### src/rtl/rxq_pkg.sv
package rxq_pkg;
  // Host bus byte address width and word index width
  localparam int CPU_AW = 7;
  localparam int IDX_W  = CPU_AW - 2;

  // Word indices (byte address divided by four)
  localparam logic [IDX_W-1:0] IDX_INT  = 5'h03;  // 0Ch
  localparam logic [IDX_W-1:0] IDX_MASK = 5'h04;  // 10h
  localparam logic [IDX_W-1:0] IDX_STAT = 5'h07;  // 1Ch
  localparam logic [IDX_W-1:0] IDX_PORT = 5'h1D;  // 74h

  // Bit positions inside 32-bit words; byte offset 0 holds bits 31:24
  localparam int SUM_BIT     = 31;
  localparam int RXDONE_BIT  = 25;
  localparam int EMPTY_BIT   = 31;
  localparam int RXDONE_LANE = RXDONE_BIT - 24;

  typedef enum logic {
    ADM_IDLE = 1'b0,
    ADM_TAKE = 1'b1
  } adm_state_e;
endpackage

### src/rtl/rxq_sync.sv
module rxq_sync #(
  parameter int             W      = 3,
  parameter int             STAGES = 2,
  parameter logic [W-1:0]   INIT   = '1
) (
  input  logic         clk,
  input  logic         rst,
  input  logic [W-1:0] d,
  output logic [W-1:0] q
);
  logic [W-1:0] pipe [STAGES];

  always_ff @(posedge clk) begin
    if (rst) begin
      for (int i = 0; i < STAGES; i++) pipe[i] <= INIT;
    end else begin
      pipe[0] <= d;
      for (int i = 1; i < STAGES; i++) pipe[i] <= pipe[i-1];
    end
  end

  assign q = pipe[STAGES-1];
endmodule

### src/rtl/rxq_store.sv
module rxq_store #(
  parameter int AW = 4,
  parameter int DW = 32
) (
  input  logic          clk,
  input  logic          we,
  input  logic [AW-1:0] waddr,
  input  logic [DW-1:0] wdata,
  input  logic [AW-1:0] raddr,
  output logic [DW-1:0] rdata
);
  localparam int DEPTH = 1 << AW;

  logic [DW-1:0] mem [DEPTH];

  // Simple dual-port, registered read: maps onto a block RAM
  always_ff @(posedge clk) begin
    if (we) mem[waddr] <= wdata;
    rdata <= mem[raddr];
  end
endmodule

### src/rtl/rxq_admit.sv
module rxq_admit
  import rxq_pkg::*;
#(
  parameter int AW  = 4,
  parameter int DW  = 32,
  parameter int IDW = 16
) (
  input  logic          clk,
  input  logic          rst,
  input  logic          rx_valid,
  input  logic          rx_sop,
  input  logic          rx_eop,
  input  logic [DW-1:0] rx_data,
  input  logic [IDW-1:0] local_id,
  input  logic [AW:0]   rd_ptr,
  output logic          we,
  output logic [AW-1:0] waddr,
  output logic [DW-1:0] wdata,
  output logic [AW:0]   vis_ptr,
  output logic          commit
);
  localparam int          PW    = AW + 1;
  localparam int          DEPTH = 1 << AW;
  localparam logic [PW-1:0] P_ONE = PW'(1);
  localparam logic [PW-1:0] CAP   = PW'(DEPTH);

  adm_state_e    st;
  logic [PW-1:0] base_ptr;   // end of last committed packet
  logic [PW-1:0] spec_ptr;   // next speculative write slot
  logic          eop_q;
  logic          id_hit, base_room, spec_room, start_ok, cont_ok;

  always_comb begin
    id_hit    = (rx_data[DW-1 -: IDW] == local_id);
    base_room = ((base_ptr - rd_ptr) != CAP);
    spec_room = ((spec_ptr - rd_ptr) != CAP);
    start_ok  = rx_valid && rx_sop && id_hit && base_room;
    cont_ok   = rx_valid && !rx_sop && (st == ADM_TAKE) && spec_room;
    we        = start_ok || cont_ok;
    waddr     = start_ok ? base_ptr[AW-1:0] : spec_ptr[AW-1:0];
    wdata     = rx_data;
  end

  always_ff @(posedge clk) begin
    if (rst) begin
      st       <= ADM_IDLE;
      base_ptr <= '0;
      spec_ptr <= '0;
      vis_ptr  <= '0;
      eop_q    <= 1'b0;
    end else begin
      eop_q   <= 1'b0;
      // Committed end becomes readable one cycle after the last write,
      // so the registered RAM read has caught up.
      vis_ptr <= base_ptr;
      if (rx_valid) begin
        if (rx_sop) begin
          // A new start abandons any unfinished packet
          if (start_ok) begin
            spec_ptr <= base_ptr + P_ONE;
            if (rx_eop) begin
              base_ptr <= base_ptr + P_ONE;
              eop_q    <= 1'b1;
              st       <= ADM_IDLE;
            end else begin
              st <= ADM_TAKE;
            end
          end else begin
            spec_ptr <= base_ptr;
            st       <= ADM_IDLE;
          end
        end else if (st == ADM_TAKE) begin
          if (spec_room) begin
            spec_ptr <= spec_ptr + P_ONE;
            if (rx_eop) begin
              base_ptr <= spec_ptr + P_ONE;
              eop_q    <= 1'b1;
              st       <= ADM_IDLE;
            end
          end else begin
            // Out of space: roll back to the last committed packet
            spec_ptr <= base_ptr;
            st       <= ADM_IDLE;
          end
        end
      end
    end
  end

  assign commit = eop_q;
endmodule

### src/rtl/rxq_cpu_bus.sv
module rxq_cpu_bus
  import rxq_pkg::*;
#(
  parameter int AW          = 4,
  parameter int SYNC_STAGES = 2
) (
  input  logic              clk,
  input  logic              rst,
  input  logic              cs_n,
  input  logic              rd_n,
  input  logic              wr_n,
  input  logic [CPU_AW-1:0] addr,
  input  logic [7:0]        wdata,
  input  logic              fifo_empty,
  input  logic [31:0]       head_q,
  input  logic              commit,
  output logic [AW:0]       rd_ptr,
  output logic [7:0]        rdata,
  output logic              rx_flag,
  output logic              mask_bit
);
  localparam int            PW    = AW + 1;
  localparam logic [PW-1:0] P_ONE = PW'(1);
  localparam int            LANES = 4;

  logic             cs_s, rd_s, wr_s;
  logic             rd_act, wr_act, rd_act_q, wr_act_q, rd_evt, wr_evt;
  logic [IDX_W-1:0] idx;
  logic [1:0]       bsel;
  logic [7:0]       mask_b [LANES];
  logic [31:0]      mask_word, int_word, stat_word, port_word, sel_word;
  logic [31:0]      last_q;
  logic [23:0]      hold;

  rxq_sync #(.W(3), .STAGES(SYNC_STAGES), .INIT(3'b111)) sync_i (
    .clk (clk),
    .rst (rst),
    .d   ({cs_n, rd_n, wr_n}),
    .q   ({cs_s, rd_s, wr_s})
  );

  always_comb begin
    rd_act = !cs_s && !rd_s;
    wr_act = !cs_s && !wr_s;
    rd_evt = rd_act && !rd_act_q;
    wr_evt = wr_act && !wr_act_q;
    idx    = addr[CPU_AW-1:2];
    bsel   = addr[1:0];

    mask_word = {mask_b[0], mask_b[1], mask_b[2], mask_b[3]};
    int_word             = '0;
    int_word[SUM_BIT]    = rx_flag;
    int_word[RXDONE_BIT] = rx_flag;
    stat_word            = '0;
    stat_word[EMPTY_BIT] = fifo_empty;
    port_word = fifo_empty ? last_q : head_q;

    unique case (idx)
      IDX_INT:  sel_word = int_word;
      IDX_MASK: sel_word = mask_word;
      IDX_STAT: sel_word = stat_word;
      IDX_PORT: sel_word = port_word;
      default:  sel_word = '0;
    endcase
  end

  // Mask register: one writable byte lane per generate iteration
  for (genvar g = 0; g < LANES; g++) begin : g_mask_lane
    always_ff @(posedge clk) begin
      if (rst) begin
        mask_b[g] <= '0;
      end else if (wr_evt && idx == IDX_MASK && bsel == 2'(g)) begin
        mask_b[g] <= wdata;
      end
    end
  end

  always_ff @(posedge clk) begin
    if (rst) begin
      rd_act_q <= 1'b0;
      wr_act_q <= 1'b0;
      rd_ptr   <= '0;
      rdata    <= '0;
      hold     <= '0;
      last_q   <= '0;
      rx_flag  <= 1'b0;
    end else begin
      rd_act_q <= rd_act;
      wr_act_q <= wr_act;

      if (rd_evt) begin
        if (bsel == 2'd0) begin
          rdata <= sel_word[31:24];
          hold  <= sel_word[23:0];
          if (idx == IDX_PORT && !fifo_empty) begin
            last_q <= head_q;
            rd_ptr <= rd_ptr + P_ONE;
          end
        end else begin
          unique case (bsel)
            2'd1:    rdata <= hold[23:16];
            2'd2:    rdata <= hold[15:8];
            default: rdata <= hold[7:0];
          endcase
        end
      end

      if (commit) begin
        rx_flag <= 1'b1;
      end else if (wr_evt && idx == IDX_INT && bsel == 2'd0 && wdata[RXDONE_LANE]) begin
        rx_flag <= 1'b0;
      end
    end
  end

  assign mask_bit = mask_b[0][RXDONE_LANE];
endmodule

### src/rtl/rxq_cpu_port.sv
module rxq_cpu_port
  import rxq_pkg::*;
#(
  parameter int DEPTH_LOG2  = 4,
  parameter int SYNC_STAGES = 2
) (
  input  logic              clk,
  input  logic              rst,
  input  logic              rx_valid,
  input  logic              rx_sop,
  input  logic              rx_eop,
  input  logic [31:0]       rx_data,
  input  logic [15:0]       local_id,
  input  logic              cpu_cs_n,
  input  logic              cpu_rd_n,
  input  logic              cpu_wr_n,
  input  logic [CPU_AW-1:0] cpu_addr,
  input  logic [7:0]        cpu_wdata,
  output logic [7:0]        cpu_rdata,
  output logic              irq_n
);
  localparam int AW = DEPTH_LOG2;

  logic          we;
  logic [AW-1:0] waddr;
  logic [31:0]   wdata;
  logic [31:0]   head_q;
  logic [AW:0]   vis_ptr, rd_ptr;
  logic          commit, fifo_empty, rx_flag, mask_bit;

  rxq_admit #(.AW(AW), .DW(32), .IDW(16)) admit_i (
    .clk      (clk),
    .rst      (rst),
    .rx_valid (rx_valid),
    .rx_sop   (rx_sop),
    .rx_eop   (rx_eop),
    .rx_data  (rx_data),
    .local_id (local_id),
    .rd_ptr   (rd_ptr),
    .we       (we),
    .waddr    (waddr),
    .wdata    (wdata),
    .vis_ptr  (vis_ptr),
    .commit   (commit)
  );

  rxq_store #(.AW(AW), .DW(32)) store_i (
    .clk   (clk),
    .we    (we),
    .waddr (waddr),
    .wdata (wdata),
    .raddr (rd_ptr[AW-1:0]),
    .rdata (head_q)
  );

  assign fifo_empty = (vis_ptr == rd_ptr);

  rxq_cpu_bus #(.AW(AW), .SYNC_STAGES(SYNC_STAGES)) bus_i (
    .clk        (clk),
    .rst        (rst),
    .cs_n       (cpu_cs_n),
    .rd_n       (cpu_rd_n),
    .wr_n       (cpu_wr_n),
    .addr       (cpu_addr),
    .wdata      (cpu_wdata),
    .fifo_empty (fifo_empty),
    .head_q     (head_q),
    .commit     (commit),
    .rd_ptr     (rd_ptr),
    .rdata      (cpu_rdata),
    .rx_flag    (rx_flag),
    .mask_bit   (mask_bit)
  );

  always_ff @(posedge clk) begin
    if (rst) irq_n <= 1'b1;
    else     irq_n <= !(rx_flag && mask_bit);
  end
endmodule

### config.mk
export PLATFORM = sky130hd
export DESIGN_NAME = rxq_cpu_port
export DESIGN_NICKNAME = d
export VERILOG_FILES = /design/src/rtl/rxq_pkg.sv /design/src/rtl/rxq_sync.sv /design/src/rtl/rxq_store.sv /design/src/rtl/rxq_admit.sv /design/src/rtl/rxq_cpu_bus.sv /design/src/rtl/rxq_cpu_port.sv
export SDC_FILE = /design/constraint.sdc
export NUM_CORES = 1
export LEC_CHECK = 0
export BUFFER_PORTS_ARGS = -buffer_cell sky130_fd_sc_hd__buf_2
export CORE_UTILIZATION = 30
export DETAILED_ROUTE_END_ITERATION = 8
export SETUP_SLACK_MARGIN = 0.3
export SLEW_MARGIN = 20
export SYNTH_ARGS = -nofsm -noshare
export SYNTH_HDL_FRONTEND = slang
export SYNTH_SLANG_ARGS = --single-unit
export TNS_END_PERCENT = 30
### constraint.sdc
create_clock -name clk -period 4.91 [get_ports clk]
set_input_delay 0.7365 -clock clk [delete_from_list [all_inputs] [get_ports clk]]
set_output_delay 0.7365 -clock clk [all_outputs]
set_load 0.01 [all_outputs]
==> flow_summary.ini, run 1 <==
[synthesis]
avgSynthCellArea_um2 = 17.6
ys_ff_latch = 672
yosysWarningCount = 0
syn_area_um2 = 26500
ys_async_sr_fraction = 0
ys.flop_type = edfxtp_1
synth_edf_count = 544
syn-instance-count = 1503
ys_seq_area_frac = 0.713
synth_fp_nets = 1589
synth_cell_type_count = 62

[clock_network]
cts.htree.levels = 3
cts_buffers = 68
clk_pin_slew_ns = 0.06
clkSinkCount = 672
clockBufferDepth = 3
insertion_delay_ns = 0.62
post_cts_resized = 0
cts_setup_buffers = 0
cts_tree = done
postCtsHoldBufs = 0
clk_root_buffer_cell = clkbuf_16

[die]
fp.dieH_um = 299
ioPinCount = 80
die_w_um = 299
die_area_um2 = 89500
rows = 108
start_util = 0.304
core-area_um2 = 87200

[global_routing]
grt_max_degree = 87
gr-usage-all-layers = 0.139
gr-total-overflow = 0
antenna_found_initial = 9
grt_pass1_wl_um = 92700
grt_pass1_vias = 14300

[placement]
placed_cell_area_um2 = 28500
globalplace.congestion = 0.841
dp_cells = 2681
io_buffer_count = 79
dp_hpwl_um = 38200
dp_slack_ns = 1.08

[setup_path]
max_stage_delay_ns = 0.73
crit_fanout = 19
crit_arrival_ns = 3.95
path_buf_inv = 2
cp_slowest_cell = a211oi_4
criticalPathCategory = reg2reg
required_ns = 5.28
cp_top_family = compound AO/OA/AOI/OAI gates
crit_path_cell_trace = inv_1, ha_1, nand3b_1, a211o_1, a211oi_4, nor4_2, nor2_1, a21oi_4, buf_12
cp-start-kind = flip-flop
critPathCaptureType = flip-flop

[layout]
stdcell_count = 2808
final_cell_area_um2 = 30800
final_nets = 1683
final_cell_mix = 544 x edfxtp_1, 160 x mux4_2, 125 x dfxtp_1, 109 x nand2_1, 78 x buf_2
final_core_util = 0.353
final_common_cell = edfxtp_1
syn_to_final_growth_pct = 16.1
final_layout_size_suffix_gt1_frac = 0.268

[timing]
fin_ws_ns = 1.33
worst_slew_pin_slew_ns = 0.951
period_minus_slack_ns = 3.58
rsz0062_at_grt = no
fin_crit_sh = 0.729
fmax_ghz = 0.279
fin_skew_ns = 0.0442
slew_headroom = 0.366
finalSetupViolCount = 0
hold_viol = 0
timing.setup.tns_ns = 0
slew_violations = 0

[routing]
antenna_left = 0
drt_iter0_drc = 1134
wl_per_cell_um = 22.1
routed_wl_um = 62000
drtPass1Iterations = 5
vias = 13900
drc = 0
vias_per_cell = 4.94

[power]
ir_worst_vdd_mv = 0.236
p_leak_nw = 9.59
powerDensity_nw_per_um2 = 375

[status]
status = complete, no violations

[worst_hold_path]
hold_path_class = in2reg

[job]
cap_violations = 0
## stage by stage
| stage | power, mW | hold slack, ns |
|---|---|---|
| 2_1_floorplan | 6.41 | 0.382 |
| 3_3_place_gp | 6.54 | 0.399 |
| 3_5_place_dp | 6.55 | 0.413 |
| 4_1_cts | 11.6 | 0.275 |
| 5_1_grt | 11.9 | 0.291 |
| 6_report | 11.5 | 0.309 |
## final cells by class
cell class	instances	area (µm²)
fill	8142	56400
sequential	672	18900
multi-input combinational	722	7340
clock buffer	89	1830
tap	1155	1450
timing repair buffer	117	791
clock inverter	36	384
inverter	16	60.1
antenna	1	2.50
## synth_stat cells (all sizes together), types with 3 or more instances
master	number	area, µm²
edfxtp	544	16300
mux4	160	3600
dfxtp	128	2560
nand2	110	415
a21oi	71	355
nor2	59	221
clkbuf	56	210
buf	37	186
and3	35	219
a22oi	33	248
a211oi	28	233
mux2	27	308
nand3	26	135
o21ai	19	95.1
xnor2	18	158
ha	15	188
xor2	15	131
inv	14	52.6
nor2b	11	68.8
nor3	11	60.1
or2	8	50.1
and2	7	43.8
o221ai	7	61.3
nand4	6	37.5
nor4	6	56.3
mux2i	5	50.1
o221a	5	56.3
o31ai	5	37.5
nand2b	4	25.0
nand3b	4	30.0
a21o	3	22.5
a31oi	3	18.8
## kinds of logic (layout without fill, tap and decap cells)
logic type | after synthesis | after routing | synth area share
fa+ha+maj | 15 | 15 | 0.00708
simple gates | 294 | 294 | 0.0542
other cells | 0 | 1 | 0
flops | 672 | 672 | 0.713
buf+inv | 109 | 258 | 0.0172
xor+xnor | 34 | 34 | 0.0118
compound gates | 187 | 187 | 0.0471
mux | 192 | 192 | 0.149
## registers in the layout, indices dropped and copies added (netlist names), 5 cells and up
register           flops
admit_i.base_ptr       5
admit_i.spec_ptr       5
admit_i.vis_ptr        5
bus_i.hold            24
bus_i.last_q          32
bus_i.mask_b          32
bus_i.rd_ptr           5
bus_i.rdata            8
bus_i.sync_i.pipe      6
store_i.mem          512
store_i.rdata         32
## power breakdown
group          internal, mW  switching (mW)  leakage, nW
combinational        0.0712           0.184         2.55
sequential             6.16          0.0136         5.98
clock                  2.89            2.20         1.06
total                  9.12            2.40         9.59
## per-layer routing
| metal | vias to the layer above | GRT usage | part of all wire |
|---|---|---|---|
| met2 | 411 | 0.224 | 0.48 |
| met5 | - | 0 | 0.00052 |
| met3 | 109 | 0.0268 | 0.056 |
| met1 | 7164 | 0.189 | 0.44 |
| met4 | 6 | 0.0408 | 0.024 |
| li1 | 6172 | - | - |
## worst paths after layout
path,from,end,slack [ns],depth (start not counted)
max,admit_i.spec_ptr[0],store_i.mem[9][0],1.33,9
min reg2reg,bus_i.rx_flag,irq_n,0.42,1
min,cpu_wr_n,bus_i.sync_i.pipe[0][0],0.31,2
max reg2reg,admit_i.spec_ptr[0],store_i.mem[9][0],1.33,9
Power figures use the tool's default switching activity.
==> run 2: changes to the inputs <==
==> constraint.sdc (replaced) <==
create_clock -name clk -period 3.7 [get_ports clk]
set_input_delay 0.555 -clock clk [delete_from_list [all_inputs] [get_ports clk]]
set_output_delay 0.555 -clock clk [all_outputs]
set_load 0.01 [all_outputs]
==> flow_summary.ini, run 2 (synthesis gave the netlist of run 1 again) <==
[layout]
final_nets = 1695
final_cell_area_um2 = 30900
max_flop_register = store_i.mem
syn_to_final_growth_pct = 16.6
largest_reg_flops = 512
final_cell_mix = 544 x edfxtp_1, 160 x mux4_2, 125 x dfxtp_1, 109 x nand2_1, 78 x buf_2
final_layout_size_suffix_gt1_frac = 0.275
final_common_cell = edfxtp_1
fillerInstances = 8083

[die]
die_area_um2 = 89500
ioPinCount = 80
start_util = 0.304
fp.dieH_um = 299
rows = 108
die_w_um = 299
core-area_um2 = 87200

[setup_path]
critPathCaptureType = flip-flop
cp-start-kind = flip-flop
criticalPathCategory = reg2reg
required_ns = 4.21
crit_arrival_ns = 3.60
crit_fanout = 132

[global_routing]
gr-total-overflow = 0
grt_pass1_vias = 14400
antenna_found_initial = 7
grt_max_degree = 133
gr-usage-all-layers = 0.138
grt_pass1_wl_um = 93000

[routing]
wl_per_cell_um = 21.9
antenna_left = 0
routed_wl_um = 61700
vias = 14100
drtPass1Iterations = 5
vias_per_cell = 4.99
drc = 0
drt_iter0_drc = 1274

[timing]
rsz0062_at_grt = yes
fin_skew_ns = 0.0231
fmax_ghz = 0.324
worst_slew_pin_slew_ns = 1.00
finalSetupViolCount = 0
timing.setup.tns_ns = 0
slew_headroom = 0.332
fin_crit_sh = 0.834
period_minus_slack_ns = 3.09
hold_viol = 0
slew_violations = 0

[clock_network]
insertion_delay_ns = 0.60
clockBufferDepth = 3
post_cts_resized = 0
clk_root_buffer_cell = clkbuf_16
cts_tree = done
cts_buffers = 68
clk_pin_slew_ns = 0.06
cts_setup_buffers = 0
cts.htree.levels = 3
postCtsHoldBufs = 0
clkSinkCount = 672

[power]
clkPwrFrac = 0.439
power.total_mw = 15.2
ir_worst_vdd_mv = 0.309
combPwrFrac = 0.024
p_seq_frac = 0.537
p_sw_frac = 0.210
power.switching_mw = 3.20
p_leak_nw = 9.66
internal-power_mw = 12.0
powerDensity_nw_per_um2 = 493

[placement]
globalplace.congestion = 0.815
dp_hpwl_um = 37000
io_buffer_count = 79
placed_cell_area_um2 = 28700

[worst_hold_path]
hold_path_class = in2reg

[status]
status = complete, no violations

[job]
cap_violations = 0
==> run 2: routing by layer <==
metal  GRT usage  vias to the layer above  share of wire
met2       0.222                      430           0.48
met1       0.188                     7353           0.44
met4      0.0385                        4          0.021
met3      0.0314                       89          0.061
met5           0                        -        0.00039
li1            -                     6200              -
==> run 2: stage by stage <==
stage	setup slack, ns	instances	hold WS (ns)	util
global placement	0.216	2694	0.404	0.330
detailed placement	0.0717	2694	0.394	0.330
global route	0.288	2819	0.111	0.355
finish	0.614	2820	0.139	0.355
floorplan	0.234	1503	0.382	-
CTS	0.417	2819	0.104	0.355
==> run 2: final timing paths <==
| path | endpoint | startpoint | slack, ns | cells after the start |
|---|---|---|---|---|
| hold reg to reg | bus_i.sync_i.pipe[0][3] | bus_i.sync_i.pipe[0][0] | 0.41 | 1 |
| hold / removal | bus_i.sync_i.pipe[0][1] | cpu_rd_n | 0.14 | 2 |
| setup / recovery | bus_i.rd_ptr[1] | bus_i.rd_ptr[1] | 0.61 | 8 |
| setup reg to reg | bus_i.rd_ptr[1] | bus_i.rd_ptr[1] | 0.61 | 8 |
==> run 2: layout make-up <==
| class | instances | area [µm²] | area share |
|---|---|---|---|
| clock inverters | 39 | 353 | 0.0114 |
| well taps | 1155 | 1450 | 0.0468 |
| clock buffers | 86 | 1820 | 0.0589 |
| diodes | 1 | 2.50 | 0.0000810 |
| multi-input cells | 722 | 7350 | 0.238 |
| flip-flops and latches | 672 | 18900 | 0.612 |
| repair buffers | 129 | 973 | 0.0315 |
| inverters | 16 | 60.1 | 0.00194 |
==> run 2: power by group through the flow <==
stage | combinational [mW] | sequential [mW] | clock (mW)
2_1_floorplan | 0.156 | 8.35 | 0
3_3_place_gp | 0.350 | 8.34 | 0
3_5_place_dp | 0.362 | 8.34 | 0
4_1_cts | 0.364 | 8.18 | 6.85
5_1_grt | 0.394 | 8.18 | 7.11
6_report | 0.363 | 8.18 | 6.69
==> run 2: worst max-delay path, cell delays in order, from the launching register on <==
cell	delay, ns
dfxtp_4	0.35
buf_12	0.54
xnor2_1	0.21
and3_1	0.51
nand2_2	0.49
nand3_1	0.22
buf_4	0.36
nand2_1	0.10
a21oi_1	0.19
==> run 3: changes to the inputs <==
==> constraint.sdc (replaced) <==
create_clock -name clk -period 3.1 [get_ports clk]
set_input_delay 0.465 -clock clk [delete_from_list [all_inputs] [get_ports clk]]
set_output_delay 0.465 -clock clk [all_outputs]
set_load 0.01 [all_outputs]
==> flow_summary.ini, run 3 (synthesis gave the netlist of run 1 again) <==
[timing]
fin_ws_ns = 0.307
slew_violations = 0
fin_hold_ws_ns = 0.0527
worst_slew_pin_slew_ns = 0.849
finalSetupViolCount = 0
rsz0062_at_grt = yes
fin_crit_sh = 0.901
slew_headroom = 0.434
hold_viol = 0
fin_skew_ns = 0.0269
fmax_ghz = 0.358
period_minus_slack_ns = 2.79

[clock_network]
cts.htree.levels = 3
insertion_delay_ns = 0.62
cts_buffers = 68
clk_root_buffer_cell = clkbuf_16
clockBufferDepth = 3
postCtsHoldBufs = 0
clk_pin_slew_ns = 0.06
cts_tree = done
clkSinkCount = 672

[global_routing]
grt_pass1_vias = 14500
grt_pass1_wl_um = 93300
antenna_found_initial = 6
gr-usage-all-layers = 0.139
grt_max_degree = 133
gr-total-overflow = 0

[die]
core-area_um2 = 87200
fp.dieH_um = 299
ioPinCount = 80
rows = 108
die_area_um2 = 89500
die_w_um = 299
start_util = 0.304

[layout]
fillerInstances = 8060
final_cell_mix = 544 x edfxtp_1, 160 x mux4_2, 124 x dfxtp_1, 109 x nand2_1, 78 x buf_2
max_flop_register = store_i.mem
syn_to_final_growth_pct = 18.6
final_core_util = 0.360
final_nets = 1727
final_common_cell = edfxtp_1
final_layout_size_suffix_gt1_frac = 0.297
largest_reg_flops = 512
final_cell_area_um2 = 31400

[setup_path]
cp-start-kind = flip-flop
crit_arrival_ns = 3.15
critPathCaptureType = flip-flop
timing.critical_path.from = bus_i.rd_ptr[2]
required_ns = 3.46
reg2reg_to = store_i.mem[10][2]
crit_fanout = 16
ff2ff_setup_slack_ns = 0.31
r2r-start = bus_i.rd_ptr[2]
criticalPathCategory = reg2reg
reg2reg_depth = 11

[placement]
dp_hpwl_um = 39200
globalplace.congestion = 0.816
io_buffer_count = 79
placed_cell_area_um2 = 29200
dp_slack_ns = 0.0966

[power]
p_leak_nw = 9.88
powerDensity_nw_per_um2 = 577
power.total_mw = 18.1
ir_worst_vdd_mv = 0.362

[routing]
antenna_left = 0
drtPass1Iterations = 5
vias = 14100
vias_per_cell = 4.95
wl_per_cell_um = 21.8
drc = 0
routed_wl_um = 62000
drt_iter0_drc = 1307

[worst_hold_path]
holdPathEnd = bus_i.sync_i.pipe[0][1]
hold_path_class = in2reg
hp-start = cpu_rd_n
hold_depth = 2

[job]
cap_violations = 0

[status]
status = complete, no violations
run 3: cell types whose count changed in the layout (fill, tap and decap cells not counted), moves of 3 or more:
cell and delta:
buf_4 +16, buf_12 +13, ha_1 -3, ha_4 +3, nor2_1 -3
run 3: power breakdown:
group	internal [mW]	switching [mW]
logic	0.140	0.319
registers	9.75	0.0129
clock network	4.43	3.46
run 3: stage by stage:
| step | setup TNS [ns] | std cells |
|---|---|---|
| CTS | 0 | 2843 |
| floorplan | -3.10 | 1503 |
| global route | 0 | 2847 |
| global placement | 0 | 2722 |
| detailed placement | 0 | 2722 |
| finish | 0 | 2850 |
run 3: area by class of cell:
type	instances	area (µm²)	share of cell area
antenna	3	7.51	0.000239
clock buffer	86	1840	0.0586
clock inverter	35	303	0.00964
inverter	16	65.1	0.00207
multi-input combinational	722	7440	0.237
sequential	672	18900	0.602
tap	1155	1450	0.0460
timing repair buffer	161	1400	0.0447
run 3: how the worst max path moves through the flow:
| stage | depth (start not counted) | endpoint | slack, ns |
|---|---|---|---|
| after floorplan | 12 | store_i.mem[3][0] | -0.1 |
| after global placement | 10 | store_i.mem[5][6] | 0.20 |
| after detailed placement | 9 | store_i.mem[9][0] | 0.1 |
| after CTS | 9 | store_i.mem[13][28] | 0.25 |
| after global routing | 11 | store_i.mem[10][6] | 0.21 |
| final | 11 | store_i.mem[10][2] | 0.31 |
run 3: worst max-delay path, stage by stage, from the launching register on:
cell      delay (ns)
dfxtp_2         0.32
inv_1           0.10
ha_4            0.31
nand3b_1        0.11
a211o_1         0.34
a211oi_4        0.49
nor4b_4         0.10
buf_4           0.19
a21oi_4         0.19
buf_4           0.16
nor2_4          0.05
buf_12          0.17
run 3: per-layer routing:
metal / track usage / up-vias / share of wire
met3: 0.0299 / 82 / 0.062
li1: - / 6255 / -
met2: 0.223 / 436 / 0.48
met1: 0.192 / 7346 / 0.44
met4: 0.0345 / 2 / 0.018
met5: 0 / - / 0.00016
run 3: timing repair:
item | 4_1_cts | 5_1_grt
gates resized for setup | 3 | 10
setup endpoints to repair | 226 | 467
buffers inserted | 0 | 4
hold endpoints to repair | 0 | 0
pin swaps | 0 | 3
